**config.mk**
```make
export PLATFORM = sky130hd
export DESIGN_NAME = i2c_irq_vec
export DESIGN_NICKNAME = d
export VERILOG_FILES = /design/src/rtl/i2c_irq_pkg.sv /design/src/rtl/i2c_irq_flags.sv /design/src/rtl/i2c_irq_prio.sv /design/src/rtl/i2c_irq_regif.sv /design/src/rtl/i2c_irq_vec.sv
export SDC_FILE = /design/constraint.sdc
export NUM_CORES = 1
export LEC_CHECK = 0
export ABC_AREA = 0
export BUFFER_PORTS_ARGS = -buffer_cell sky130_fd_sc_hd__buf_2
export CAP_MARGIN = 20
export CORE_MARGIN = 4
export CORE_UTILIZATION = 51
export CTS_CLUSTER_SIZE = 16
export DETAILED_ROUTE_END_ITERATION = 10
export PLACE_DENSITY = 0.84
export SLEW_MARGIN = 0
export SYNTH_ARGS = -nofsm -noshare
export SYNTH_HDL_FRONTEND = slang
export SYNTH_SLANG_ARGS = --single-unit
```
**constraint.sdc**
```tcl
create_clock -name clk -period 3.8 [get_ports clk]
set_input_delay 0.76 -clock clk [delete_from_list [all_inputs] [get_ports clk]]
set_output_delay 0.76 -clock clk [all_outputs]
set_load 0.01 [all_outputs]
```
**src/rtl/i2c_irq_pkg.sv**
```systemverilog
package i2c_irq_pkg;

  // Source positions: these fix priority (lower wins) and vector code (pos+1)
  localparam int SRC_ARB   = 0;
  localparam int SRC_NOACK = 1;
  localparam int SRC_ACCR  = 2;
  localparam int SRC_RXRDY = 3;
  localparam int SRC_TXRDY = 4;
  localparam int SRC_STOP  = 5;
  localparam int SRC_SLV   = 6;
  localparam int NSRC      = 7;

  // Sources that a vector read must not clear (data-ready levels)
  localparam logic [NSRC-1:0] LEVEL_SRC = (NSRC'(1) << SRC_RXRDY) | (NSRC'(1) << SRC_TXRDY);

  typedef struct packed {
    logic [NSRC-1:0] by_write;
    logic [NSRC-1:0] by_vector;
    logic [NSRC-1:0] by_data;
  } clr_req_t;

endpackage

```
**src/rtl/i2c_irq_flags.sv**
```systemverilog
module i2c_irq_flags #(
  parameter int N = 7
) (
  input  logic         clk,
  input  logic         rst_n,
  input  logic [N-1:0] set_i,
  input  logic [N-1:0] clr_i,
  output logic [N-1:0] flag_o
);

  logic [N-1:0] flag_q;

  for (genvar g = 0; g < N; g++) begin : g_bit
    always_ff @(posedge clk or negedge rst_n) begin
      if (!rst_n)        flag_q[g] <= 1'b0;
      else if (set_i[g]) flag_q[g] <= 1'b1;
      else if (clr_i[g]) flag_q[g] <= 1'b0;
    end

    AST_EVT_SETS_FLAG: assert property (@(posedge clk) disable iff (!rst_n)
      set_i[g] |=> flag_q[g]);
    AST_FLAG_STICKY: assert property (@(posedge clk) disable iff (!rst_n)
      (flag_q[g] && !clr_i[g]) |=> flag_q[g]);
    AST_CLEAR_TAKES: assert property (@(posedge clk) disable iff (!rst_n)
      (clr_i[g] && !set_i[g]) |=> !flag_q[g]);
  end

  assign flag_o = flag_q;

endmodule

```
**src/rtl/i2c_irq_prio.sv**
```systemverilog
module i2c_irq_prio #(
  parameter int N  = 7,
  parameter int CW = $clog2(N + 1)
) (
  input  logic [N-1:0]  req_i,
  output logic [CW-1:0] code_o,
  output logic [N-1:0]  hit_o
);

  always_comb begin
    code_o = '0;
    hit_o  = '0;
    for (int i = N - 1; i >= 0; i--) begin
      if (req_i[i]) begin
        code_o   = CW'(i + 1);
        hit_o    = '0;
        hit_o[i] = 1'b1;
      end
    end
  end

  always_comb begin
    AST_HIT_ONEHOT: assert ($onehot0(hit_o));
  end

endmodule

```
**src/rtl/i2c_irq_regif.sv**
```systemverilog
module i2c_irq_regif
  import i2c_irq_pkg::*;
#(
  parameter int DATA_W   = 16,
  parameter int ADDR_W   = 8,
  parameter int CW       = 3,
  parameter int OFS_MASK = 'h04,
  parameter int OFS_STAT = 'h08,
  parameter int OFS_RXD  = 'h18,
  parameter int OFS_TXD  = 'h20,
  parameter int OFS_VEC  = 'h28,
  parameter int RSF_BIT  = 11,
  parameter int BB_BIT   = 12
) (
  input  logic              clk,
  input  logic              rst_n,
  input  logic              rd_en_i,
  input  logic              wr_en_i,
  input  logic [ADDR_W-1:0] addr_i,
  input  logic [DATA_W-1:0] wdata_i,
  input  logic [NSRC-1:0]   flag_i,
  input  logic [CW-1:0]     code_i,
  input  logic [NSRC-1:0]   hit_i,
  input  logic              rx_full_i,
  input  logic              bus_busy_i,
  output logic [DATA_W-1:0] rdata_o,
  output logic [NSRC-1:0]   mask_o,
  output clr_req_t          clr_o
);

  localparam logic [ADDR_W-1:0] A_MASK = ADDR_W'(OFS_MASK);
  localparam logic [ADDR_W-1:0] A_STAT = ADDR_W'(OFS_STAT);
  localparam logic [ADDR_W-1:0] A_RXD  = ADDR_W'(OFS_RXD);
  localparam logic [ADDR_W-1:0] A_TXD  = ADDR_W'(OFS_TXD);
  localparam logic [ADDR_W-1:0] A_VEC  = ADDR_W'(OFS_VEC);

  logic sel_mask, sel_stat, sel_rxd, sel_txd, sel_vec;
  logic [NSRC-1:0]   mask_q;
  logic [DATA_W-1:0] rdata_q;
  logic [DATA_W-1:0] rd_mux;
  logic [DATA_W-1:0] stat_word;

  always_comb begin
    sel_mask = (addr_i == A_MASK);
    sel_stat = (addr_i == A_STAT);
    sel_rxd  = (addr_i == A_RXD);
    sel_txd  = (addr_i == A_TXD);
    sel_vec  = (addr_i == A_VEC);
  end

  always_comb begin
    stat_word             = '0;
    stat_word[NSRC-1:0]   = flag_i;
    stat_word[RSF_BIT]    = rx_full_i;
    stat_word[BB_BIT]     = bus_busy_i;
  end

  always_comb begin
    rd_mux = '0;
    if (sel_mask)     rd_mux = DATA_W'(mask_q);
    else if (sel_stat) rd_mux = stat_word;
    else if (sel_vec)  rd_mux = DATA_W'(code_i);
  end

  always_ff @(posedge clk or negedge rst_n) begin
    if (!rst_n)       rdata_q <= '0;
    else if (rd_en_i) rdata_q <= rd_mux;
  end

  always_ff @(posedge clk or negedge rst_n) begin
    if (!rst_n)                    mask_q <= '0;
    else if (wr_en_i && sel_mask)  mask_q <= wdata_i[NSRC-1:0];
  end

  always_comb begin
    clr_o.by_write  = (wr_en_i && sel_stat) ? wdata_i[NSRC-1:0] : '0;
    clr_o.by_vector = (rd_en_i && sel_vec) ? (hit_i & ~LEVEL_SRC) : '0;
    clr_o.by_data   = '0;
    clr_o.by_data[SRC_RXRDY] = rd_en_i && sel_rxd;
    clr_o.by_data[SRC_TXRDY] = wr_en_i && sel_txd;
  end

  assign rdata_o = rdata_q;
  assign mask_o  = mask_q;

  AST_MASK_STORES: assert property (@(posedge clk) disable iff (!rst_n)
    (wr_en_i && sel_mask) |=> (mask_q == $past(wdata_i[NSRC-1:0])));
  AST_RDATA_HOLDS: assert property (@(posedge clk) disable iff (!rst_n)
    !rd_en_i |=> $stable(rdata_q));

endmodule

```
**src/rtl/i2c_irq_vec.sv**
```systemverilog
module i2c_irq_vec
  import i2c_irq_pkg::*;
#(
  parameter int DATA_W   = 16,
  parameter int ADDR_W   = 8,
  parameter int OFS_MASK = 'h04,
  parameter int OFS_STAT = 'h08,
  parameter int OFS_RXD  = 'h18,
  parameter int OFS_TXD  = 'h20,
  parameter int OFS_VEC  = 'h28,
  parameter int RSF_BIT  = 11,
  parameter int BB_BIT   = 12
) (
  input  logic              clk,
  input  logic              rst_n,
  input  logic [6:0]        evt_pulse_i,
  input  logic              rx_full_i,
  input  logic              bus_busy_i,
  input  logic              rd_en_i,
  input  logic              wr_en_i,
  input  logic [ADDR_W-1:0] addr_i,
  input  logic [DATA_W-1:0] wdata_i,
  output logic [DATA_W-1:0] rdata_o,
  output logic              irq_o
);

  localparam int CW = $clog2(NSRC + 1);

  logic [NSRC-1:0] flags, mask, pend, hit, clr_all;
  logic [CW-1:0]   code;
  clr_req_t        clr;

  assign clr_all = clr.by_write | clr.by_vector | clr.by_data;

  i2c_irq_flags #(.N(NSRC)) u_flags (
    .clk    (clk),
    .rst_n  (rst_n),
    .set_i  (evt_pulse_i),
    .clr_i  (clr_all),
    .flag_o (flags)
  );

  assign pend = flags & mask;

  i2c_irq_prio #(.N(NSRC), .CW(CW)) u_prio (
    .req_i  (pend),
    .code_o (code),
    .hit_o  (hit)
  );

  i2c_irq_regif #(
    .DATA_W(DATA_W), .ADDR_W(ADDR_W), .CW(CW),
    .OFS_MASK(OFS_MASK), .OFS_STAT(OFS_STAT), .OFS_RXD(OFS_RXD),
    .OFS_TXD(OFS_TXD), .OFS_VEC(OFS_VEC), .RSF_BIT(RSF_BIT), .BB_BIT(BB_BIT)
  ) u_regif (
    .clk        (clk),
    .rst_n      (rst_n),
    .rd_en_i    (rd_en_i),
    .wr_en_i    (wr_en_i),
    .addr_i     (addr_i),
    .wdata_i    (wdata_i),
    .flag_i     (flags),
    .code_i     (code),
    .hit_i      (hit),
    .rx_full_i  (rx_full_i),
    .bus_busy_i (bus_busy_i),
    .rdata_o    (rdata_o),
    .mask_o     (mask),
    .clr_o      (clr)
  );

  assign irq_o = |pend;

  AST_IRQ_HAS_CODE: assert property (@(posedge clk) disable iff (!rst_n)
    irq_o |-> (code != '0));
  AST_NO_CODE_NO_IRQ: assert property (@(posedge clk) disable iff (!rst_n)
    (code == '0) |-> !irq_o);
  AST_CODE_RANGE: assert property (@(posedge clk) disable iff (!rst_n)
    code <= CW'(NSRC));
  AST_LEVEL_SURVIVES_VEC: assert property (@(posedge clk) disable iff (!rst_n)
    (flags[SRC_RXRDY] && !clr.by_write[SRC_RXRDY] && !clr.by_data[SRC_RXRDY])
      |=> flags[SRC_RXRDY]);

endmodule

```
==> key figures <==
Detailed routing
  – Post-route ant nets: 0
  – Drt wl/cell: between 15 and 20 µm
  – Vias per inst: around 6.1
  – Iteration-0 DRC Markers: 63
  – Via count: about 1,200
  – Pre-Repair DR Iteration Count: 4
  – DRC violations left: 0
  – Drt total wl: ~3200 µm

Floorplanning
  – Die area: between 3000 and 4000 µm²
  – Initial Utilization: between 50 and 60%
  – IO Count: 54
  – Site Rows: 17
  – Core region area: roughly 2300 µm²
  – Die width: between 50 and 60 µm
  – Die Ht: ~60 µm

Power and ir drop
  – Clock power frac: a little over a quarter
  – Comb pwr share: 16.1%
  – Switching power: between 0.0001 and 0.00015 W
  – Leak: 0.655 nW
  – Total power: between 0.0004 and 0.0005 W
  – Switch share: approximately 29%
  – Internal: approximately 0.00032 W
  – P per Cell Area: 302 nW/µm²
  – Sequential power share: 57.4%
  – Worst VDD drop: ~0.28 mV

Setup path
  – Crit. End Element: output pin
  – Crit path launch type: flop
  – Setup CP Type: flop to output pin
  – Worst Path Buf+Inv: 1
  – R2R cell count: 4
  – Worst path top cell family by delay: flip-flops
  – WP data required: 3.04 ns
  – Crit path from: u_flags.flag_o[2]
  – Crit-path slowest cell: dfrtp_1
  – RR Startpoint: u_flags.flag_o[0]
  – CP Cell Sequence: a22o_1 > nor2_1 > nand3_1 > buf_2
  – CP Depth: 4
  – Crit path largest cell delay: 0.44 ns
  – WP data arrival: about 1.5 ns
  – Worst Path Max Fanout: 4
  – R2r setup slk: between 2 and 2.5 ns
  – Worst r2r dst: u_flags.flag_o[5]

STA
  – Setup Skew: approximately 0.0098 ns
  – Final hold slack: 0.377 ns
  – Setup TNS: 0 ns
  – Final Hold Fails: 0
  – Slew @ Worst Pin: between 0.5 and 0.6 ns
  – Final setup vio count: 0
  – Final Max Slew Viols: 0
  – Min Clock Period, post-route: between 2 and 2.5 ns
  – Relative slew slack: between 60 and 70%
  – Final worst-path cycle share: roughly three fifths
  – RSZ-0062 raised after global routing: no
  – Max Fclk: 440 MHz

Placed design
  – I/O Buffers: 37
  – GPL Wtd Cong: ~0.8
  – Placed Area: about 1500 µm²
  – Detailed placement HPWL: 2430 µm

Global routing
  – Vias in the first global route: 1,138
  – Largest net degree at the start of global routing: 24
  – Tot GR Track Use: between 15 and 20%
  – First-pass GRT wire length: 5180 µm
  – Antenna violations before repair: 0
  – GR Overflow Total: 0

Cells and area
  – Most frequent cells in the layout: buf_2, dfrtp_1, nand3_1, nor2_1, nand2_1
  – Share of cells above drive strength 1: 37.0%
  – Final #Nets: between 200 and 250
  – Final Cell Area: roughly 1500 µm²
  – Commonest non-fill, non-tap cell in the layout: buf_2
  – Final Core Density: 64.5%
  – # diodes: 0
  – Area grow syn2layout: 15.7%

Synthesis
  – Share of the synthesized area in the top cell type: roughly 45%
  – Largest area contributor in the netlist: dfrtp_1
  – Post-Syn Area: approximately 1300 µm²
  – Asr flop ratio synth: between 90% and 100%
  – Yosys cell types: 35
  – Largest cells by area after synthesis: dfrtp_1, nand3_1, mux2_2
  – Number of enable flip-flop cells after synthesis: 0
  – Syn avg cell area: 10.1 µm²
  – Yosys warnings: 0
  – Predominant post-synthesis flop cell: dfrtp_1
  – Post-Synthesis Cells: ~130
  – Post-synthesis register bit count: 23
  – Sequential area share after synthesis: between 40% and 50%

Clock network
  – CTS clock-pin slew for the worst setup and hold paths: ~0.14 ns
  – Max clock buf depth: 2
  – Postcts setup bufs: 0
  – Post-cts resize count: 0
  – CTS buffer count: 3
  – Clock root buffer: clkbuf_4
  – H-tree levels: 1
  – Clk_lat worst skew: 0.32 ns
  – CTS tree: built
  – Cts hold-fix bufs: 0
  – Clock sinks: 23

Outcome
  – Outcome: finished clean

Min path
  – Hold Path Class: input port to asynchronous set/reset pin

Flow run
  – Max cap viols: 0
## power groups by stage
stage          combinational (W)  clock [W]  sequential (W)
6_report               0.0000729   0.000119        0.000259
5_1_grt                0.0000809   0.000126        0.000260
4_1_cts                0.0000726   0.000119        0.000259
3_5_place_dp           0.0000720          0        0.000264
3_3_place_gp           0.0000696          0        0.000263
2_1_floorplan          0.0000400          0        0.000264
## metrics by stage
| stage | setup WS (ns) | cells |
|---|---|---|
| global placement | 1.34 | 189 |
| detailed placement | 1.30 | 189 |
| floorplan | 1.65 | 134 |
| finish | 1.53 | 193 |
| CTS | 1.54 | 193 |
| global route | 1.45 | 193 |
## metal layers
metal,part of all wire [%],routed length (µm),global-route usage (%)
met2,51,1630,34.4
met4,1.4,46,5.96
met3,7.8,247,2.19
met5,0,0,0
met1,40,1250,24.9
## flip-flops by register name, indices dropped and copies added (netlist names)
register,cells
u_regif.rdata_o,9
u_regif.mask_o,7
u_flags.flag_o,7
## worst reg2reg max path: cells and delay by family, from the launching register on
family             cells  cell delay [ns]
DFF                    1             0.43
and+or+nand+nor        3             0.63
AOI/OAI and AO/OA      1             0.24
## cells in the mapped netlist (2+ instances only)
cell	n
dfrtp_1	23
nand3_1	16
nor2_1	11
nand2_1	9
buf_4	8
a31o_2	7
mux2_2	7
a21oi_1	5
a221oi_1	5
o21ai_0	4
inv_1	3
a2111oi_0	2
a22o_1	2
nand2b_1	2
nand3b_1	2
o2bb2ai_1	2
or4_1	2
## cell families after synthesis
| kind of cell | synth area share, % |
|---|---|
| other | 0.290 |
| multiplexers | 6.10 |
| AO/OA/AOI/OAI | 19.1 |
| buffers and inverters | 6.10 |
| AND/OR/NAND/NOR | 23.9 |
| flip-flops | 44.5 |
## cell type report
type	count	area [µm²]
Sequential cell	23	576
Timing Repair Buffer	37	185
Fill cell	200	823
Clock buffer	3	22.5
Multi-Input combinational cell	98	661
Inverter	3	11.3
Tap cell	28	35.0
Clock inverter	1	5.00
## how the worst max path moves through the flow
| stage | to | slack, ns |
|---|---|---|
| 4_1_cts | irq_o | 1.54 |
| 2_1_floorplan | u_regif.mask_o[0] | 1.65 |
| 3_3_place_gp | u_flags.flag_o[1] | 1.34 |
| 3_5_place_dp | u_flags.flag_o[3] | 1.30 |
| 6_report | irq_o | 1.53 |
| 5_1_grt | irq_o | 1.45 |
Power figures use the tool's default switching activity.
